[src/rtl/tone_rx_pkg.sv]
// Package tone_rx_pkg
// Purpose : types and constants shared by the tone-bus receive buffer.
// Assumes : the bus carries 8-bit bytes with one parity bit each.
package tone_rx_pkg;
    localparam int unsigned DATA_W = 8;

    // One buffered entry: data byte, received parity, computed error flag.
    typedef struct packed {
        logic [DATA_W-1:0] data;
        logic              par;
        logic              perr;
    } rx_entry_t;
endpackage

[src/rtl/rx_parity_check.sv]
// Module rx_parity_check
// Purpose : builds a buffer entry from a received byte and its parity bit.
//           The error flag is 0 when the nine bits have odd parity.
// Assumes : purely combinational; the caller decides when to store the entry.
module rx_parity_check
    import tone_rx_pkg::*;
(
    input  logic [DATA_W-1:0] data_in,
    input  logic              par_in,
    output rx_entry_t         entry_out
);
    // Assemble the entry and evaluate odd parity over all nine bits.
    always_comb begin
        entry_out.data = data_in;
        entry_out.par  = par_in;
        entry_out.perr = ~(^{data_in, par_in});
    end
endmodule

[src/rtl/rx_entry_fifo.sv]
// Module rx_entry_fifo
// Purpose : circular buffer of received entries, drained through one read
//           location in two steps per entry (data byte, then parity word).
// Assumes : a push into a full buffer is dropped even if a pop happens in
//           the same cycle; reads of an empty buffer are ignored.
module rx_entry_fifo
    import tone_rx_pkg::*;
#(
    parameter int unsigned DEPTH = 8
)(
    input  logic              clk,
    input  logic              rst_n,
    input  logic              push,
    input  rx_entry_t         push_entry,
    input  logic              rd_en,
    output logic [DATA_W-1:0] rd_data,
    output logic [$clog2(DEPTH+1)-1:0] count,
    output logic              ovf_hit
);
    localparam int unsigned AW = (DEPTH > 1) ? $clog2(DEPTH) : 1;
    localparam int unsigned CW = $clog2(DEPTH+1);
    localparam logic [CW-1:0] FULL_CNT = CW'(DEPTH);
    localparam logic [AW-1:0] LAST_PTR = AW'(DEPTH-1);

    rx_entry_t         slot_q [DEPTH];
    logic [AW-1:0]     wr_ptr_q, rd_ptr_q;
    logic [CW-1:0]     cnt_q;
    logic              phase_q;      // 0: data half next, 1: parity half next
    logic              accept, do_rd, pop;
    rx_entry_t         head;

    // Decode the push and read strobes against the fill level.
    always_comb begin
        accept  = push && (cnt_q != FULL_CNT);
        ovf_hit = push && (cnt_q == FULL_CNT);
        do_rd   = rd_en && (cnt_q != '0);
        pop     = do_rd && phase_q;
    end

    // One storage register per slot, written when the write pointer selects it.
    for (genvar i = 0; i < DEPTH; i++) begin : g_slot
        always_ff @(posedge clk) begin
            if (!rst_n)
                slot_q[i] <= '0;
            else if (accept && (wr_ptr_q == AW'(i)))
                slot_q[i] <= push_entry;
        end
    end

    // Advance the write pointer on each accepted byte.
    always_ff @(posedge clk) begin
        if (!rst_n)
            wr_ptr_q <= '0;
        else if (accept)
            wr_ptr_q <= (wr_ptr_q == LAST_PTR) ? '0 : wr_ptr_q + 1'b1;
    end

    // Advance the read pointer when the second half of an entry is read.
    always_ff @(posedge clk) begin
        if (!rst_n)
            rd_ptr_q <= '0;
        else if (pop)
            rd_ptr_q <= (rd_ptr_q == LAST_PTR) ? '0 : rd_ptr_q + 1'b1;
    end

    // Toggle the read phase on each valid read.
    always_ff @(posedge clk) begin
        if (!rst_n)
            phase_q <= 1'b0;
        else if (do_rd)
            phase_q <= ~phase_q;
    end

    // Track the fill level.
    always_ff @(posedge clk) begin
        if (!rst_n)
            cnt_q <= '0;
        else if (accept && !pop)
            cnt_q <= cnt_q + 1'b1;
        else if (pop && !accept)
            cnt_q <= cnt_q - 1'b1;
    end

    // Select the read value for the current phase.
    always_comb begin
        head = slot_q[rd_ptr_q];
        if (cnt_q == '0)
            rd_data = '0;
        else if (phase_q)
            rd_data = {{(DATA_W-2){1'b0}}, head.perr, head.par};
        else
            rd_data = head.data;
    end

    assign count = cnt_q;

    AST_CNT_WITHIN_DEPTH: assert property (@(posedge clk) disable iff (!rst_n)
        cnt_q <= FULL_CNT);
    AST_FULL_PUSH_DROPPED: assert property (@(posedge clk) disable iff (!rst_n)
        (push && cnt_q == FULL_CNT && !pop) |=> (cnt_q == FULL_CNT));
    AST_EMPTY_READS_ZERO: assert property (@(posedge clk) disable iff (!rst_n)
        (cnt_q == '0) |-> (rd_data == '0));
    AST_EMPTY_READ_NO_PHASE: assert property (@(posedge clk) disable iff (!rst_n)
        (cnt_q == '0 && !push) |=> (cnt_q == '0 && !phase_q));
endmodule

[src/rtl/rx_silence_timer.sv]
// Module rx_silence_timer
// Purpose : counts coarse ticks since the last received bit, saturating,
//           and raises a sticky interrupt once per silence interval.
// Assumes : tick is a one-cycle enable; a bit in the same cycle wins.
module rx_silence_timer #(
    parameter int unsigned SIL_W   = 5,
    parameter int unsigned EOM_CNT = 11
)(
    input  logic             clk,
    input  logic             rst_n,
    input  logic             bit_seen,
    input  logic             tick,
    input  logic             irq_clr,
    output logic [SIL_W-1:0] silence,
    output logic             eom_irq
);
    localparam logic [SIL_W-1:0] SAT_VAL = {SIL_W{1'b1}};
    localparam logic [SIL_W-1:0] PRE_EOM = SIL_W'(EOM_CNT - 1);

    logic [SIL_W-1:0] cnt_q;
    logic             irq_q;
    logic             eom_hit;

    // Detect the tick that reaches the end-of-message count.
    always_comb eom_hit = tick && !bit_seen && (cnt_q == PRE_EOM);

    // Silence counter: cleared by a bit, otherwise saturating increment.
    always_ff @(posedge clk) begin
        if (!rst_n)
            cnt_q <= '0;
        else if (bit_seen)
            cnt_q <= '0;
        else if (tick && (cnt_q != SAT_VAL))
            cnt_q <= cnt_q + 1'b1;
    end

    // Sticky interrupt: set wins over clear.
    always_ff @(posedge clk) begin
        if (!rst_n)
            irq_q <= 1'b0;
        else if (eom_hit)
            irq_q <= 1'b1;
        else if (irq_clr)
            irq_q <= 1'b0;
    end

    assign silence = cnt_q;
    assign eom_irq = irq_q;

    AST_BIT_CLEARS_SILENCE: assert property (@(posedge clk) disable iff (!rst_n)
        bit_seen |=> (cnt_q == '0));
    AST_SILENCE_SATURATES: assert property (@(posedge clk) disable iff (!rst_n)
        (cnt_q == SAT_VAL && !bit_seen) |=> (cnt_q == SAT_VAL));
    AST_IRQ_RISES_AT_EOM: assert property (@(posedge clk) disable iff (!rst_n)
        $rose(irq_q) |-> (cnt_q == SIL_W'(EOM_CNT)));
endmodule

[src/rtl/tone_rx_fifo.sv]
// Module tone_rx_fifo
// Purpose : top of the tone-bus receive buffer. It ties together the parity
//           check, the entry buffer, the silence timer and the overflow flag.
// Assumes : byte_valid and bit_valid come from an upstream demodulator, and
//           rd_en is one strobe per host read of the fixed location.
module tone_rx_fifo
    import tone_rx_pkg::*;
#(
    parameter int unsigned DEPTH   = 8,
    parameter int unsigned SIL_W   = 5,
    parameter int unsigned EOM_CNT = 11
)(
    input  logic                       clk,
    input  logic                       rst_n,
    input  logic                       bit_valid,
    input  logic                       byte_valid,
    input  logic [DATA_W-1:0]          byte_data,
    input  logic                       byte_par,
    input  logic                       tick,
    input  logic                       rd_en,
    input  logic                       irq_clr,
    output logic [DATA_W-1:0]          rd_data,
    output logic [$clog2(DEPTH+1)-1:0] count,
    output logic [SIL_W-1:0]           silence,
    output logic                       eom_irq,
    output logic                       ovf_flag
);
    rx_entry_t new_entry;
    logic      ovf_hit;
    logic      ovf_q;

    rx_parity_check u_par (
        .data_in   (byte_data),
        .par_in    (byte_par),
        .entry_out (new_entry)
    );

    rx_entry_fifo #(.DEPTH(DEPTH)) u_fifo (
        .clk        (clk),
        .rst_n      (rst_n),
        .push       (byte_valid),
        .push_entry (new_entry),
        .rd_en      (rd_en),
        .rd_data    (rd_data),
        .count      (count),
        .ovf_hit    (ovf_hit)
    );

    rx_silence_timer #(.SIL_W(SIL_W), .EOM_CNT(EOM_CNT)) u_sil (
        .clk      (clk),
        .rst_n    (rst_n),
        .bit_seen (bit_valid),
        .tick     (tick),
        .irq_clr  (irq_clr),
        .silence  (silence),
        .eom_irq  (eom_irq)
    );

    // Sticky overflow flag: set by a dropped byte, cleared by the host strobe.
    always_ff @(posedge clk) begin
        if (!rst_n)
            ovf_q <= 1'b0;
        else if (ovf_hit)
            ovf_q <= 1'b1;
        else if (irq_clr)
            ovf_q <= 1'b0;
    end

    assign ovf_flag = ovf_q;

    AST_OVF_STICKY: assert property (@(posedge clk) disable iff (!rst_n)
        (ovf_q && !irq_clr) |=> ovf_q);
endmodule

[config.mk]
export PLATFORM = sky130hd
export DESIGN_NAME = tone_rx_fifo
export DESIGN_NICKNAME = d
export VERILOG_FILES = /design/src/rtl/tone_rx_pkg.sv /design/src/rtl/rx_parity_check.sv /design/src/rtl/rx_entry_fifo.sv /design/src/rtl/rx_silence_timer.sv /design/src/rtl/tone_rx_fifo.sv
export SDC_FILE = /design/constraint.sdc
export NUM_CORES = 1
export LEC_CHECK = 0
export CORE_ASPECT_RATIO = 1.1
export CORE_MARGIN = 2
export CORE_UTILIZATION = 60
export CTS_CLUSTER_DIAMETER = 30
export DETAILED_ROUTE_END_ITERATION = 10
export DONT_BUFFER_PORTS = 1
export PLACE_DENSITY = 0.81
export REMOVE_ABC_BUFFERS = 1
export SYNTH_ARGS = -nofsm -noshare
export SYNTH_HDL_FRONTEND = slang
export SYNTH_SLANG_ARGS = --single-unit
[constraint.sdc]
create_clock -name clk -period 2.5 [get_ports clk]
set_input_delay 0.125 -clock clk [delete_from_list [all_inputs] [get_ports clk]]
set_output_delay 0.125 -clock clk [all_outputs]
set_load 0.1 [all_outputs]
# After elaboration in Yosys (flattened, before gate mapping)
# Memory sizes are Yosys's and may differ from the RTL's. A register that Yosys moved wholly into a read port is not among the register bits.
# Cells that the tools add are included.
# totals
regBits	18
latch_bits	0
ram_bits	80
rom_bits	0
in_bits	16
output_inout_bits	19
elab_cells	108
n_memories	1
# op_classes
addsub	5
n_mul	0
n_div	0
magnitude_cmp	0
n_eq_ne	12
shifts	0
mux	44
n_bitwise	11
reduce_logical	28
# memory_table
name	depth	width	read_ports	rd_ports_with_merged_regs	wr	line_no	source
u_fifo.slot_q	8	10	1	1	8	rx_entry_fifo.sv:25	rx_entry_t slot_q [DEPTH];
# op_table
cell	count
$mux W10	8
$mux W1	28
$logic_and A1 B1 Y1	17
$mux W8	2
$eq A3 B3 Y1 const B	5
$mux W3	4
$reduce_xor A9 Y1	1
$mux W4	2
$or A1 B1 Y1	8
$add A3 B1 Y3 const B	2
$eq A3 B2 Y1 const B	2
$reduce_bool A2 Y1	3
$add A5 B1 Y5 const B	1
$eq A5 B4 Y1 const B	1
$ne A5 B5 Y1 const B	1
$add A4 B1 Y4 const B	1
$eq A4 B4 Y1 const B	1
$logic_not A4 Y1	1
$ne A4 B4 Y1 const B	1
$reduce_bool A4 Y1	1
$sub A4 B1 Y4 const B	1
$eq A3 B1 Y1 const B	1
$logic_not A1 Y1	3
$logic_not A3 Y1	1
other kinds (2)	4

# Logic depth before layout (Yosys ltp)
# Gate-level depths: netlist (run 1).
# logic_depth
ltp_word	7
ltp_mapped	10

# Hierarchy
# Synthesis (run 1) repeated with hierarchy kept, for this count alone.
# hier_totals
hier_cells	363
area_unflattened_um2	4924.7
# modules_own_cells
mod	n_inst	cells_per_inst	area_each_um2	seq_area_each_um2
rx_entry_fifo	1	312	4446.8	2682.6
rx_silence_timer	1	32	294.0	120.1
rx_parity_check	1	16	142.6	0.0
tone_rx_fifo	1	3	41.3	20.0

# Least setup slack after synthesis (run 1)
# OpenSTA, ideal clock, no wires.
# synth_timing
path_kind	flip-flop to output port
from	reg u_fifo.cnt_q[0] (netlist: u_fifo.count[0])
to	out rd_data[0]
arrival_ns	3.005
t_required_ns	2.375
path_slack_ns	-0.630
path_stages_with_launch	5
n_path_buf	1
cell_sequence	dfxtp_1 > or4_4 > nand2b_1 > buf_2 > o22ai_1
# synth_between
elab_chain_len	2
# synth_rtl
item	line_no	source
start: declaration	rx_entry_fifo.sv:27	logic [CW-1:0] cnt_q;
start signal: assignment	rx_entry_fifo.sv:79	cnt_q <= cnt_q + 1'b1;
start signal: assignment	rx_entry_fifo.sv:81	cnt_q <= cnt_q - 1'b1;
$logic_not A4 Y1	rx_entry_fifo.sv:87	if (cnt_q == '0)
$mux W8	rx_entry_fifo.sv:87	
end: declaration	tone_rx_fifo.sv:22	output logic [DATA_W-1:0] rd_data,
# No other way between the ends.

# Final worst setup path (run 1)
# layout_timing
from	reg u_fifo.cnt_q[1] (netlist: u_fifo.count[1])
to	reg u_fifo.cnt_q[3] (netlist: u_fifo.count[3])
# layout_between
elab_chain_len	6
# layout_rtl
item
parallel branches: the longest is 6 deep, another holds $sub A4 B1 Y4
# Several ways; the timed one is not identified. The select of a mux whose other input is x is not followed.
# A chain may end at the register's enable or synchronous reset.

==> flow_summary.json, run 1 <==
{
  "crit_required_ps": 2790,
  "die_h_um": 98.4,
  "yosys_register_bits": 101,
  "yosysWarnings": 0,
  "dpl.hpwl_um": 6470,
  "antenna_found_initial": 0,
  "yosys_most_used_dff": "edfxtp_1",
  "final_cells": 500,
  "clock_sinks": 101,
  "holdCritPathClass": "primary input to register",
  "via_per_inst": 5.70,
  "maxCapViolCount": 0,
  "nNetsFinal": 418,
  "wire_per_inst_um": 20.0,
  "place.gp.congestion": 0.797,
  "tritoncts": "yes",
  "outcome": "finished clean",
  "totalNegativeSetupSlack_ps": 0,
  "layout_commonest_cell": "edfxtp_1",
  "drt-initial-drc-count": 227,
  "startpoint_type": "register",
  "vdd_drop_max_mv": 0.737,
  "arrival_ps": 2640,
  "end_kind": "register",
  "dp_cells": 471,
  "core_um2": 7870,
  "layout-drive-gt1-share": 0.214,
  "drv_slew": 0,
  "rows": 34,
  "synth_edf_count": 80,
  "hold_viol_final": 0,
  "htree_levels": 3,
  "grt_pass1_vias": 3030,
  "cts_buffers": 9,
  "initial_core_util": 0.617,
  "drcViolationCount": 0,
  "vias": 2851,
  "regArea_um2": 2830,
  "clock_latency_ps": 360,
  "dr.pass1.iters": 4,
  "ys_types": 38,
  "timing.fmax_mhz": 426,
  "grt_overflow": 0,
  "wl_um": 9980,
  "grt_usage": 0.243,
  "multi_input_area_um2": 1950,
  "relSlewSlack": 0.507,
  "path_clk_slew_ps": 100,
  "fp.dieW_um": 89.8,
  "yosysSeqAreaShare": 0.581,
  "grt_pass1_wl_um": 15900,
  "io-pin-count": 35,
  "clockRootBuffer": "clkbuf_8",
  "clockBufferDepth": 2,
  "p_per_area_nw_per_um2": 883,
  "wl_met3_um": 583,
  "syn_inst": 355,
  "setup_viol": 0,
  "synthToLayoutAreaGrowth_pct": 14.6,
  "final_cell_mix": "edfxtp_1 (80), and2_1 (76), buf_4 (21)",
  "fin_crit_sh": 0.938,
  "synth.cell_area_um2": 4860,
  "wl_met2_um": 5420,
  "avgSynthCellArea_um2": 13.7,
  "crit_fanout": 6,
  "power_leakage_nw": 2.13,
  "min_period_ps": 2350,
  "drt-met1-wl_um": 3780,
  "grt_max_degree": 19,
  "numPortBuffers": 0,
  "ant_nets": 0,
  "critPathKind": "register to register",
  "design.die.area_um2": 8830,
  "nFillCells": 519,
  "antennaDiodeCount": 0,
  "synthArstFlopShare": 0,
  "clock_skew_ps": 10.3,
  "top_layer": "met4",
  "worst_pin_slew_ps": 739
}
per-layer routing:
metal,vias up,track usage
met5,-,0
met4,0,0.104
met3,15,0.0463
met2,100,0.424
met1,1404,0.300
li1,1332,-
through the flow:
step           worst slack [ps]  hold WS (ps)  total power [mW]  utilization  cell area [um2]
2_1_floorplan              -630           247              3.35            -             4780
3_3_place_gp                150           251              3.88        0.667             5250
3_5_place_dp                120           255              3.95        0.667             5250
4_1_cts                    97.2          26.6              4.92        0.705             5550
5_1_grt                   -3.62          64.8              5.10        0.707             5570
6_report                    154          31.5              4.91        0.707             5570
critical path, cell delays in order, from the launching register on:
cell and delay (ps):
dfxtp_2 340, or4_4 570, nand3_4 120, ha_2 190, inv_2 60, ha_1 270, a21o_1 190, a21oi_2 130
mux2i_1 220, mux2i_1 190
Yosys cell counts, types with 3 or more instances:
cell | n | share of area
mux4_2 | 20 | 0.093
and4_1 | 4 | 0.0072
xor2_1 | 3 | 0.0054
and3_1 | 5 | 0.0064
nand2_1 | 16 | 0.012
and2_1 | 76 | 0.098
o21ai_0 | 4 | 0.0041
nand3_1 | 3 | 0.0031
nand2b_1 | 4 | 0.0052
xnor2_1 | 7 | 0.013
buf_2 | 4 | 0.0041
nor2_1 | 14 | 0.011
nor2b_1 | 15 | 0.019
edfxtp_1 | 80 | 0.49
mux2i_1 | 17 | 0.035
dfxtp_1 | 21 | 0.087
ha_1 | 14 | 0.036
inv_1 | 9 | 0.0070
clkbuf_1 | 15 | 0.012
flip-flops by register name (all words and copies together), names as in the netlist, named ones only:
| signal | flops |
|---|---|
| u_fifo.count | 4 |
| u_fifo.rd_ptr_q | 3 |
| u_fifo.slot_q | 80 |
| u_fifo.wr_ptr_q | 3 |
| u_sil.silence | 5 |
| ovf_flag | 1 |
| u_sil.eom_irq | 1 |
| u_fifo.phase_q | 1 |
kinds of logic after synthesis:
group	count (synthesis)	synth area share
and+or+nand+nor	145	0.177
AOI/OAI and AO/OA	15	0.0211
xor gates and xnor gates	13	0.0296
DFF	101	0.581
adders and majority gates	15	0.0402
muxes	37	0.128
buffers and inverters	29	0.0234
area by class of cell:
cell class | count | area share
Timing Repair Buffer | 41 | 0.0787
Multi-Input combinational cell | 225 | 0.351
Sequential cell | 101 | 0.508
Tap cell | 108 | 0.0243
Inverter | 9 | 0.00607
Clock buffer | 10 | 0.0229
Clock inverter | 6 | 0.00967
power breakdown:
group	total, mW	switching [mW]	internal, mW
Sequential	2.07	0.0850	1.99
Combinational	1.87	1.20	0.667
Clock	0.970	0.590	0.380
what timing repair did:
item / CTS / global route
pin swaps: 0 / 3
setup buffers: 0 / 1
setup endpoints to repair: 1 / 1
hold buffers: 12 / 0
gates resized for setup: 1 / 4
hold endpoints to repair: 89 / 0
path summary, 6_finish.rpt:
check / from / cells past startpoint / slack, ps / endpoint
max reg2reg: u_fifo.count[1] / 9 / 150 / u_fifo.count[3]
min reg2reg: u_fifo.rd_ptr_q[1] / 2 / 500 / register
min: bit_valid / 2 / 30 / u_sil.silence[0]
max: u_fifo.count[1] / 9 / 150 / u_fifo.count[3]
Power figures use the tool's default switching activity.
==> run 2, diff against run 1 <==
--- a/config.mk
+++ b/config.mk
@@ -6,7 +6,7 @@
 export NUM_CORES = 1
 export LEC_CHECK = 0
 export CORE_ASPECT_RATIO = 1.1
-export CORE_MARGIN = 2
+export CORE_MARGIN = 3
 export CORE_UTILIZATION = 60
 export CTS_CLUSTER_DIAMETER = 30
 export DETAILED_ROUTE_END_ITERATION = 10
==> flow_summary.json, run 2 (synthesized netlist as in run 1, its figures left out) <==
{
  "wire_per_inst_um": 19.9,
  "power_leakage_nw": 2.13,
  "relSlewSlack": 0.522,
  "grt_pass1_vias": 2943,
  "largest_register": "u_fifo.slot_q",
  "layout_setup_ws_ps": 75.4,
  "clockRootBuffer": "clkbuf_8",
  "wl_um": 9870,
  "timing.fmax_mhz": 412,
  "cts_buffers": 9,
  "arrival_ps": 2720,
  "clockBufferDepth": 2,
  "layout-drive-gt1-share": 0.210,
  "startpoint_type": "register",
  "htree_levels": 3,
  "rows": 33,
  "path_clk_slew_ps": 90,
  "p_per_area_nw_per_um2": 898,
  "clock_skew_ps": 11.2,
  "clock_latency_ps": 370,
  "crit_fanout": 5,
  "grt_overflow": 0,
  "utilization": 0.729,
  "path_delay_family": "simple AND/OR/NAND/NOR gates",
  "grt_usage": 0.234,
  "numPortBuffers": 0,
  "setup_viol": 0,
  "tritoncts": "yes",
  "seqPwrFrac": 0.411,
  "ant_nets": 0,
  "synthToLayoutAreaGrowth_pct": 14.7,
  "worst-path-buf-inv": 1,
  "vdd_drop_max_mv": 0.559,
  "grt_max_degree": 21,
  "design.die.area_um2": 9210,
  "final_cell_mix": "edfxtp_1 (80), and2_1 (76), dfxtp_1 (21)",
  "worst_pin_slew_ps": 716,
  "hold_viol_final": 0,
  "cp_common_cell": "mux2i_1",
  "fin_crit_sh": 0.970,
  "drt-initial-drc-count": 294,
  "dpl.hpwl_um": 6200,
  "path_cells": "or4_4 > nand3_4 > ha_2 > inv_2 > ha_1 > a21o_1 > a21oi_2 > mux2i_1 > mux2i_1",
  "nNetsFinal": 416,
  "dp_slack_ps": 101,
  "vias": 2883,
  "io-pin-count": 35,
  "die_h_um": 100,
  "drcViolationCount": 0,
  "min_period_ps": 2420,
  "critPathKind": "register to register",
  "pwr-share-clk": 0.211,
  "end_kind": "register",
  "initial_core_util": 0.636,
  "slowest_delay_ps": 580,
  "via_per_inst": 5.82,
  "netSwitchingPower_mw": 1.87,
  "dr.pass1.iters": 5,
  "place.gp.congestion": 0.745,
  "holdCritPathClass": "primary input to register",
  "fp.dieW_um": 91.8,
  "largest_reg_flops": 80,
  "hold_slack_ps": 18.8,
  "cp_slowest_cell": "or4_4",
  "antenna_found_initial": 0,
  "finalPower_mw": 5.01,
  "nFillCells": 502,
  "layout_commonest_cell": "edfxtp_1",
  "combPwrFrac": 0.378,
  "netSwitchingFraction": 0.374,
  "grt_pass1_wl_um": 16000,
  "core_um2": 7640,
  "outcome": "finished clean",
  "crit_required_ps": 2800,
  "antennaDiodeCount": 0,
  "clock_sinks": 101,
  "internal_power_mw": 3.13,
  "maxCapViolCount": 0,
  "drv_slew": 0
}
-- run 2: worst register-to-register path: cells and delay by family, from the launching register on --
| kind | cells | cell delay (ps) |
|---|---|---|
| adder cells (fa/ha/maj) | 2 | 450 |
| AND/OR/NAND/NOR | 2 | 710 |
| AO/OA/AOI/OAI | 2 | 370 |
| flip-flops | 1 | 330 |
| multiplexers | 2 | 440 |
| buffers and inverters | 1 | 60 |
-- run 2: repair_timing --
item,4_1_cts,5_1_grt
hold buffers,11,0
gates resized for setup,0,3
setup endpoints to repair,0,1
endpoints found under the hold margin,88,0
setup buffers,0,2
-- run 2: final timing paths --
check                           depth (start not counted)               end                from  slack [ps]
worst max-delay path                                    9   u_fifo.count[3]     u_fifo.count[3]          80
worst min-delay path                                    2  u_sil.silence[0]               rst_n          20
worst max register to register                          9   u_fifo.count[3]     u_fifo.count[3]          80
worst min register to register                          2          register  u_fifo.rd_ptr_q[1]         530
-- run 2: layout make-up --
type	instances	area [um2]	share of cell area
repair buffers	39	420	0.0755
flip-flops and latches	101	2820	0.507
multi-input cells	225	1950	0.351
well taps	105	131	0.0236
clock inverters	5	47.5	0.00853
inverters	9	33.8	0.00606
clock buffers	11	163	0.0292
-- run 2: layer usage --
metal	global-route usage	up-vias	wire length, um
met5	0	-	0
met4	0.103	0	235
met3	0.0315	21	607
met2	0.386	110	5070
met1	0.315	1421	3960
li1	-	1331	-
-- run 2: metrics by stage --
stage / cells / area (um2) / TNS, ps
3_5_place_dp: 466 / 5230 / 0
4_1_cts: 493 / 5550 / 0
2_1_floorplan: 335 / 4780 / -21420
5_1_grt: 495 / 5570 / -24.2
3_3_place_gp: 466 / 5230 / 0
6_report: 495 / 5570 / 0
-- run 2: power by group through the flow --
| stage | Sequential [mW] | Clock, mW | Combinational, mW |
|---|---|---|---|
| 2_1_floorplan | 2.33 | 0 | 1.02 |
| 3_3_place_gp | 2.08 | 0 | 1.82 |
| 3_5_place_dp | 2.09 | 0 | 1.85 |
| 4_1_cts | 2.05 | 1.07 | 1.88 |
| 5_1_grt | 2.07 | 1.13 | 2.01 |
| 6_report | 2.06 | 1.06 | 1.89 |
==> run 3, diff against run 2 <==
--- a/config.mk
+++ b/config.mk
@@ -8,11 +8,11 @@
 export CORE_ASPECT_RATIO = 1.1
 export CORE_MARGIN = 3
 export CORE_UTILIZATION = 60
+export CTS_BUF_LIST = sky130_fd_sc_hd__clkbuf_16
 export CTS_CLUSTER_DIAMETER = 30
 export DETAILED_ROUTE_END_ITERATION = 10
 export DONT_BUFFER_PORTS = 1
 export PLACE_DENSITY = 0.81
-export REMOVE_ABC_BUFFERS = 1
 export SYNTH_ARGS = -nofsm -noshare
 export SYNTH_HDL_FRONTEND = slang
 export SYNTH_SLANG_ARGS = --single-unit
==> constraint.sdc (replaced) <==
create_clock -name clk -period 2.7 [get_ports clk]
set_input_delay 0.135 -clock clk [delete_from_list [all_inputs] [get_ports clk]]
set_output_delay 0.135 -clock clk [all_outputs]
set_load 0.1 [all_outputs]
==> flow_summary.json, run 3 (synthesized netlist as in run 1, its figures left out) <==
{
  "drt-initial-drc-count": 259,
  "startpoint_type": "register",
  "clock_latency_ps": 340,
  "combPwrFrac": 0.333,
  "layout_setup_ws_ps": 249,
  "antennaDiodeCount": 0,
  "maxCapViolCount": 0,
  "pwr-share-clk": 0.259,
  "p_per_area_nw_per_um2": 841,
  "hold_depth": 1,
  "reg2reg_depth": 9,
  "crit_fanout": 6,
  "fin_crit_sh": 0.908,
  "wl_um": 9860,
  "dp_slack_ps": 243,
  "crit_required_ps": 2970,
  "fp.dieW_um": 91.8,
  "seqPwrFrac": 0.408,
  "min_period_ps": 2450,
  "tritoncts": "yes",
  "cts_buffers": 9,
  "grt_overflow": 0,
  "rsz0062_at_grt": "false",
  "grt_pass1_vias": 2987,
  "placedInstanceArea_um2": 5130,
  "io-pin-count": 35,
  "setup_viol": 0,
  "postCtsSetupRepairBufs": 0,
  "numPortBuffers": 0,
  "core_um2": 7640,
  "cts_resized": 0,
  "holdPathEnd": "u_fifo.slot_q[2][2]",
  "initial_core_util": 0.636,
  "grt_usage": 0.232,
  "wire_per_inst_um": 19.8,
  "synthToLayoutAreaGrowth_pct": 14.7,
  "netSwitchingPower_mw": 1.72,
  "layout-drive-gt1-share": 0.204,
  "antenna_found_initial": 0,
  "dpl.hpwl_um": 6310,
  "finalPower_mw": 4.69,
  "largest_register": "u_fifo.slot_q",
  "r2r_slack_ps": 250,
  "critPathKind": "register to register",
  "largest_reg_flops": 80,
  "dp_cells": 465,
  "dr.pass1.iters": 4,
  "clockRootBuffer": "clkbuf_16",
  "r2r-start": "u_fifo.count[1]",
  "grt_max_degree": 21,
  "arrival_ps": 2720,
  "layout_commonest_cell": "edfxtp_1",
  "timing.fmax_mhz": 408,
  "relSlewSlack": 0.580,
  "design_area_um2": 5570,
  "path_clk_slew_ps": 70,
  "cts_hold_buf": 12,
  "drcViolationCount": 0,
  "clockBufferDepth": 2,
  "hold_viol_final": 0,
  "worst_pin_slew_ps": 630,
  "clock_skew_ps": 6.52,
  "die_h_um": 100,
  "rows": 33,
  "drv_slew": 0,
  "holdCritPathClass": "primary input to register",
  "r2r_end": "u_fifo.count[3]",
  "outcome": "finished clean",
  "utilization": 0.729,
  "end_kind": "register",
  "min-delay-start": "byte_data[0]",
  "netSwitchingFraction": 0.368,
  "htree_levels": 3,
  "design.die.area_um2": 9210,
  "final_cells": 497,
  "ant_nets": 0,
  "totalNegativeSetupSlack_ps": 0,
  "place.gp.congestion": 0.789,
  "power_leakage_nw": 2.15,
  "hold_slack_ps": 8.15,
  "nNetsFinal": 418,
  "vias": 2834,
  "clock_sinks": 101,
  "grt_pass1_wl_um": 15900,
  "via_per_inst": 5.70,
  "internal_power_mw": 2.96,
  "syn_nets": 386,
  "final_cell_mix": "edfxtp_1 (80), and2_1 (76), buf_4 (25)",
  "vdd_drop_max_mv": 0.968
}
run 3: cell types whose count changed in the layout (fill, tap and decap cells not counted), sizes merged:
cell and delta:
clkbuf -2, buf -3, clkinv +3, dlygate4sd3 +5
inv -1
run 3: worst max-delay path by stage:
stage | startpoint | end | depth (start not counted)
floorplan | u_fifo.count[0] | rd_data[0] | 4
global placement | u_fifo.count[1] | u_fifo.count[3] | 9
detailed placement | u_fifo.count[1] | u_fifo.count[3] | 9
CTS | u_fifo.count[1] | u_fifo.count[3] | 9
global route | u_fifo.count[1] | u_fifo.count[3] | 9
finish | u_fifo.count[1] | u_fifo.count[3] | 9
run 3: final cells by class:
cell class	instances	area, um2
sequential	101	2830
tap	105	131
fill	513	2070
clock buffer	9	225
inverter	9	33.8
timing repair buffer	41	348
multi-input combinational	225	1950
clock inverter	7	56.3
run 3: power groups by stage:
stage	sequential (mW)	clock (mW)	combinational (mW)
final	1.91	1.21	1.56
after global routing	1.93	1.30	1.66
after CTS	1.91	1.23	1.57
after detailed placement	1.95	0	1.53
after global placement	1.93	0	1.50
after floorplan	2.14	0	0.995
run 3: layer usage:
layer,vias to the layer above,track usage,share of wire,routed length [um]
met5,-,0,0,0
met4,0,0.0789,0.023,228
met2,100,0.420,0.55,5380
met3,18,0.0525,0.060,589
met1,1383,0.273,0.37,3660
li1,1333,-,-,-
run 3: critical path, cell delays in order (launching register included):
cell and delay, ps:
dfxtp_4 350, or4_4 550, nand3_4 140, ha_1 170
inv_1 90, ha_1 290, a21o_1 180, a21oi_1 170
mux2i_1 260, mux2i_1 190
